### config.mk
export PLATFORM = sky130hd
export DESIGN_NAME = de_timing_mon
export DESIGN_NICKNAME = d
export VERILOG_FILES = /design/src/rtl/de_timing_mon.sv
export SDC_FILE = /design/constraint.sdc
export NUM_CORES = 1
export LEC_CHECK = 0
export BUFFER_PORTS_ARGS = -buffer_cell sky130_fd_sc_hd__clkbuf_2
export CAP_MARGIN = 5
export CELL_PAD_IN_SITES_DETAIL_PLACEMENT = 1
export CELL_PAD_IN_SITES_GLOBAL_PLACEMENT = 2
export CORE_ASPECT_RATIO = 0.5
export CORE_UTILIZATION = 32
export CTS_CLUSTER_SIZE = 12
export DETAILED_ROUTE_END_ITERATION = 10
export GPL_ROUTABILITY_DRIVEN = 0
export PLACE_DENSITY = 0.78
export SYNTH_ARGS = -nofsm -noshare
export SYNTH_HDL_FRONTEND = slang
export SYNTH_SLANG_ARGS = --single-unit
### constraint.sdc
create_clock -name clk -period 1.5 [get_ports clk]
set_input_delay 0.3 -clock clk [delete_from_list [all_inputs] [get_ports clk]]
set_output_delay 0.3 -clock clk [all_outputs]
set_load 0.05 [all_outputs]
### src/rtl/de_timing_mon.sv
module de_timing_mon #(
  parameter int MIN_BLANK  = 128,
  parameter int MAX_ACTIVE = 8191,
  parameter int N_CTL      = 3,
  localparam int CW        = $clog2(MAX_ACTIVE + 2)
) (
  input  logic             clk,
  input  logic             rst_n,
  input  logic             clr,
  input  logic             de,
  input  logic             hsync,
  input  logic             vsync,
  input  logic [N_CTL-1:0] ctl,
  output logic             blank_short_err,
  output logic             active_long_err,
  output logic             sync_edge_err,
  output logic             blank_short_p,
  output logic             active_long_p,
  output logic             sync_edge_p,
  output logic [CW-1:0]    last_active_len,
  output logic [CW-1:0]    last_blank_len
);
  localparam int SW = N_CTL + 2;
  localparam logic [CW-1:0] LEN_SAT = CW'(MAX_ACTIVE + 1);
  localparam logic [CW-1:0] LEN_MAX = CW'(MAX_ACTIVE);
  localparam logic [CW-1:0] LEN_MIN = CW'(MIN_BLANK);

  logic          started_q, known_q, de_q, fall_q;
  logic [SW-1:0] sync_q;
  logic [CW-1:0] run_q;

  wire [SW-1:0] sync_now = {ctl, vsync, hsync};
  wire rise      = started_q &  de & ~de_q;
  wire fall      = started_q & ~de &  de_q;
  wire blank_hit = rise & known_q & (run_q < LEN_MIN);
  wire long_hit  = started_q & de & de_q & known_q & (run_q == LEN_MAX);
  wire sync_hit  = started_q & (sync_now != sync_q) & (rise | fall | fall_q);

  always_ff @(posedge clk) begin
    if (!rst_n) begin
      started_q       <= 1'b0;
      known_q         <= 1'b0;
      de_q            <= 1'b0;
      fall_q          <= 1'b0;
      sync_q          <= '0;
      run_q           <= '0;
      last_active_len <= '0;
      last_blank_len  <= '0;
      blank_short_p   <= 1'b0;
      active_long_p   <= 1'b0;
      sync_edge_p     <= 1'b0;
      blank_short_err <= 1'b0;
      active_long_err <= 1'b0;
      sync_edge_err   <= 1'b0;
    end else begin
      started_q <= 1'b1;
      de_q      <= de;
      sync_q    <= sync_now;
      fall_q    <= fall;
      if (rise | fall) known_q <= 1'b1;
      if (rise | fall | !started_q) run_q <= CW'(1);
      else if (run_q != LEN_SAT)    run_q <= run_q + 1'b1;
      if (rise & known_q) last_blank_len  <= run_q;
      if (fall & known_q) last_active_len <= run_q;
      blank_short_p   <= blank_hit;
      active_long_p   <= long_hit;
      sync_edge_p     <= sync_hit;
      blank_short_err <= (blank_short_err & ~clr) | blank_hit;
      active_long_err <= (active_long_err & ~clr) | long_hit;
      sync_edge_err   <= (sync_edge_err   & ~clr) | sync_hit;
    end
  end
endmodule

==> metrics.cfg <==
[cts]
clk_latency_ns = 0.33
cts_tree = built
clk_pin_slew_ns = 0.05
cts_root_buf = clkbuf_16
numCtsBuffers = 9
cts_setup_buffers = 0
htree_levels = 3
cts_buffer_depth = 2
clkSinkCount = 57

[sta]
setup_tns_ns = 0
timing.final.hold_violations = 0
worstMarginPinSlew_ns = 0.3306
layout_setup_ws_ns = 0.06797
slew-limit-headroom_pct = 77.96
rsz0062_at_grt = true
finalCritPeriodShare_pct = 95.47
fin_skew_ns = 0.005261
final_max_slew_viol_count = 0
setup-violations-final = 0
max_freq_ghz = 0.6983
hold_ws_ns = 0.2039
min_period_ns = 1.432

[worst_setup_path]
crit_start = run_q[0]
slowest_stage = dfxtp_2
crit_path_end_kind = register
cp.arrival_ns = 1.68
worstSetupStartpointType = register
critical_path.max_stage_delay_ns = 0.34
r2r-end = run_q[0]
path_cells = inv_1, ha_1, nor4bb_4, nand4_1, xnor2_1, a31oi_1
required_ns = 1.75
reg2reg_depth = 6
rrSetupSlack_ns = 0.07
critPathKind = register to register
rr_startpoint = run_q[0]
cp_max_fo = 5

[cells_and_area]
layout_common_cells = nand2_1 (60), dfxtp_1 (54), clkbuf_2 (42)
synthToLayoutAreaGrowth_pct = 31.03
nNetsFinal = 322
multi_input_area_um2 = 1035
regArea_um2 = 1145
mostFrequentLayoutCell = nand2_1
drive_above_1_share_pct = 29.11
antenna_cells = 0
finish.utilization_pct = 43.97
fill_cells = 808
finalNonFillerCells = 408

[detailed_routing]
post_drt_wl_per_cell_um = 13.87
drc_errors = 0
via_per_inst = 4.596
first_pass_iters = 6
met1_length_um = 2771
wl_met3_um = 337
detail_route.iter0.violations = 61
vias = 1875
wl_met2_um = 2503
wl_um = 5659
ant_nets = 0
highest_layer = met4

[synth]
synth-async-reset-ratio_pct = 0
ys_seq_area_share_pct = 50.36
synth.largest_area_cell = dfxtp_1
ys.warnings.count = 0
syn_nets = 266
syn_area_per_cell_um2 = 8.886
yosys.area_share.simple_pct = 27.00
synthCells = 255
synth_edf_count = 0
synthMuxAreaShare_pct = 0.4417
synth.distinct_cells = 36
syn_area_um2 = 2266
ys.flop_type = dfxtp_1
synthAdderAreaFrac_pct = 1.104
synth_compound_gate_area_share_pct = 9.884
synth_top_family_by_area = simple AND/OR/NAND/NOR gates
synth-xor-area-share_pct = 6.571
yosysTopAreaCellShare_pct = 50.36
synth_area_leaders = dfxtp_1 (50%), nand2_1 (9.9%), a21oi_1 (6.6%)
yosys_register_bits = 57

[die]
ios = 43
die_height_um = 61.50
fp-row-count = 21
dieArea_um2 = 7442
chipWidth_um = 121.0
initial_core_util_pct = 33.56
coreArea_um2 = 6753

[global_routing]
overflow = 0
grt_first_pass_wirelength_um = 9266
antenna_found_initial = 0
grt_use_total_pct = 17.31
grt_pass1_vias = 1835
grt_max_degree = 19

[status]
outcome = completed

[place]
post-place-cells = 392
place_ws_ns = -0.04181
hpwlAfterDp_um = 4091
place.port_buffers = 42

[power]
ir_worst_vdd_uv = 585.4
p_leak_nw = 1.218
powerDensity_nw_per_um2 = 1201

[min_path]
hold_path.startpoint = hsync
worstHoldPathCells = 2
hold_end = sync_q[0]
hp-class = input port to register

[run]
maxCapViolCount = 0

==> worst max-delay path: cells and delay by family (launching register included) <==
family          cells  cell delay, ns
compound gates      1            0.18
xor+xnor            1            0.20
fa+ha+maj           1            0.14
buf+inv             1            0.06
flops               1            0.34
simple gates        2            0.42
==> Yosys cell counts (3+ instances only) <==
library cell and instances:
buf_2 12, nor3_1 3, a21oi_1 30, nor2_1 15
dfxtp_1 57, and2_1 8, and4b_1 3, nand3_1 7
xnor2_1 8, clkbuf_1 5, xor2_1 9, nand2_1 60
inv_1 7
==> cell families after synthesis <==
logic type / count (synthesis)
compound gates: 40
xor+xnor: 17
fa+ha+maj: 2
buf+inv: 24
flops: 57
mux: 1
simple gates: 114
==> power by group <==
group,leakage (nW),switching (mW),internal (mW)
clock network,0.139,0.656,1.19
registers,0.463,0.0194,1.54
logic,0.615,0.0938,0.0611
==> metrics by stage <==
stage / cell area [um2] / total power [mW]
floorplan: 2266 / 1.685
global placement: 2675 / 1.737
detailed placement: 2675 / 1.744
CTS: 2958 / 3.622
global route: 2969 / 3.732
finish: 2969 / 3.565
==> sequential cells by signal (all words and copies together), names as in the netlist <==
| signal | count |
|---|---|
| started_q | 1 |
| sync_edge_p | 1 |
| run_q | 14 |
| fall_q | 1 |
| active_long_p | 1 |
| sync_q | 5 |
| known_q | 1 |
| last_active_len | 14 |
| active_long_err | 1 |
| blank_short_err | 1 |
| de_q | 1 |
| last_blank_len | 14 |
| sync_edge_err | 1 |
| blank_short_p | 1 |
==> area by class of cell <==
cell class / instances / area share [%]
flip-flops and latches: 57 / 38.56
multi-input cells: 174 / 34.85
repair buffers: 62 / 12.56
clock buffers: 13 / 8.765
well taps: 92 / 3.877
inverters: 7 / 0.8850
clock inverters: 3 / 0.5057
==> what timing repair did <==
action	in CTS	in global routing
hold buffers	0	0
gates resized for setup	2	4
gates cloned	0	0
hold endpoints to repair	0	0
setup endpoints to repair	1	5
pin swaps	3	4
==> worst max path at each step <==
| stage | cells past startpoint | to |
|---|---|---|
| 2_1_floorplan | 6 | run_q[0] |
| 3_3_place_gp | 5 | active_long_err |
| 3_5_place_dp | 6 | run_q[0] |
| 4_1_cts | 6 | run_q[0] |
| 5_1_grt | 6 | run_q[0] |
| 6_report | 6 | run_q[0] |
==> layer usage <==
| metal | vias to the layer above | GRT usage [%] |
|---|---|---|
| met1 | 873 | 21.35 |
| met2 | 37 | 26.69 |
| met3 | 5 | 8.426 |
| li1 | 960 | - |
| met5 | - | 0 |
| met4 | 0 | 6.173 |
Note: power is estimated with default switching activity, not from simulation.
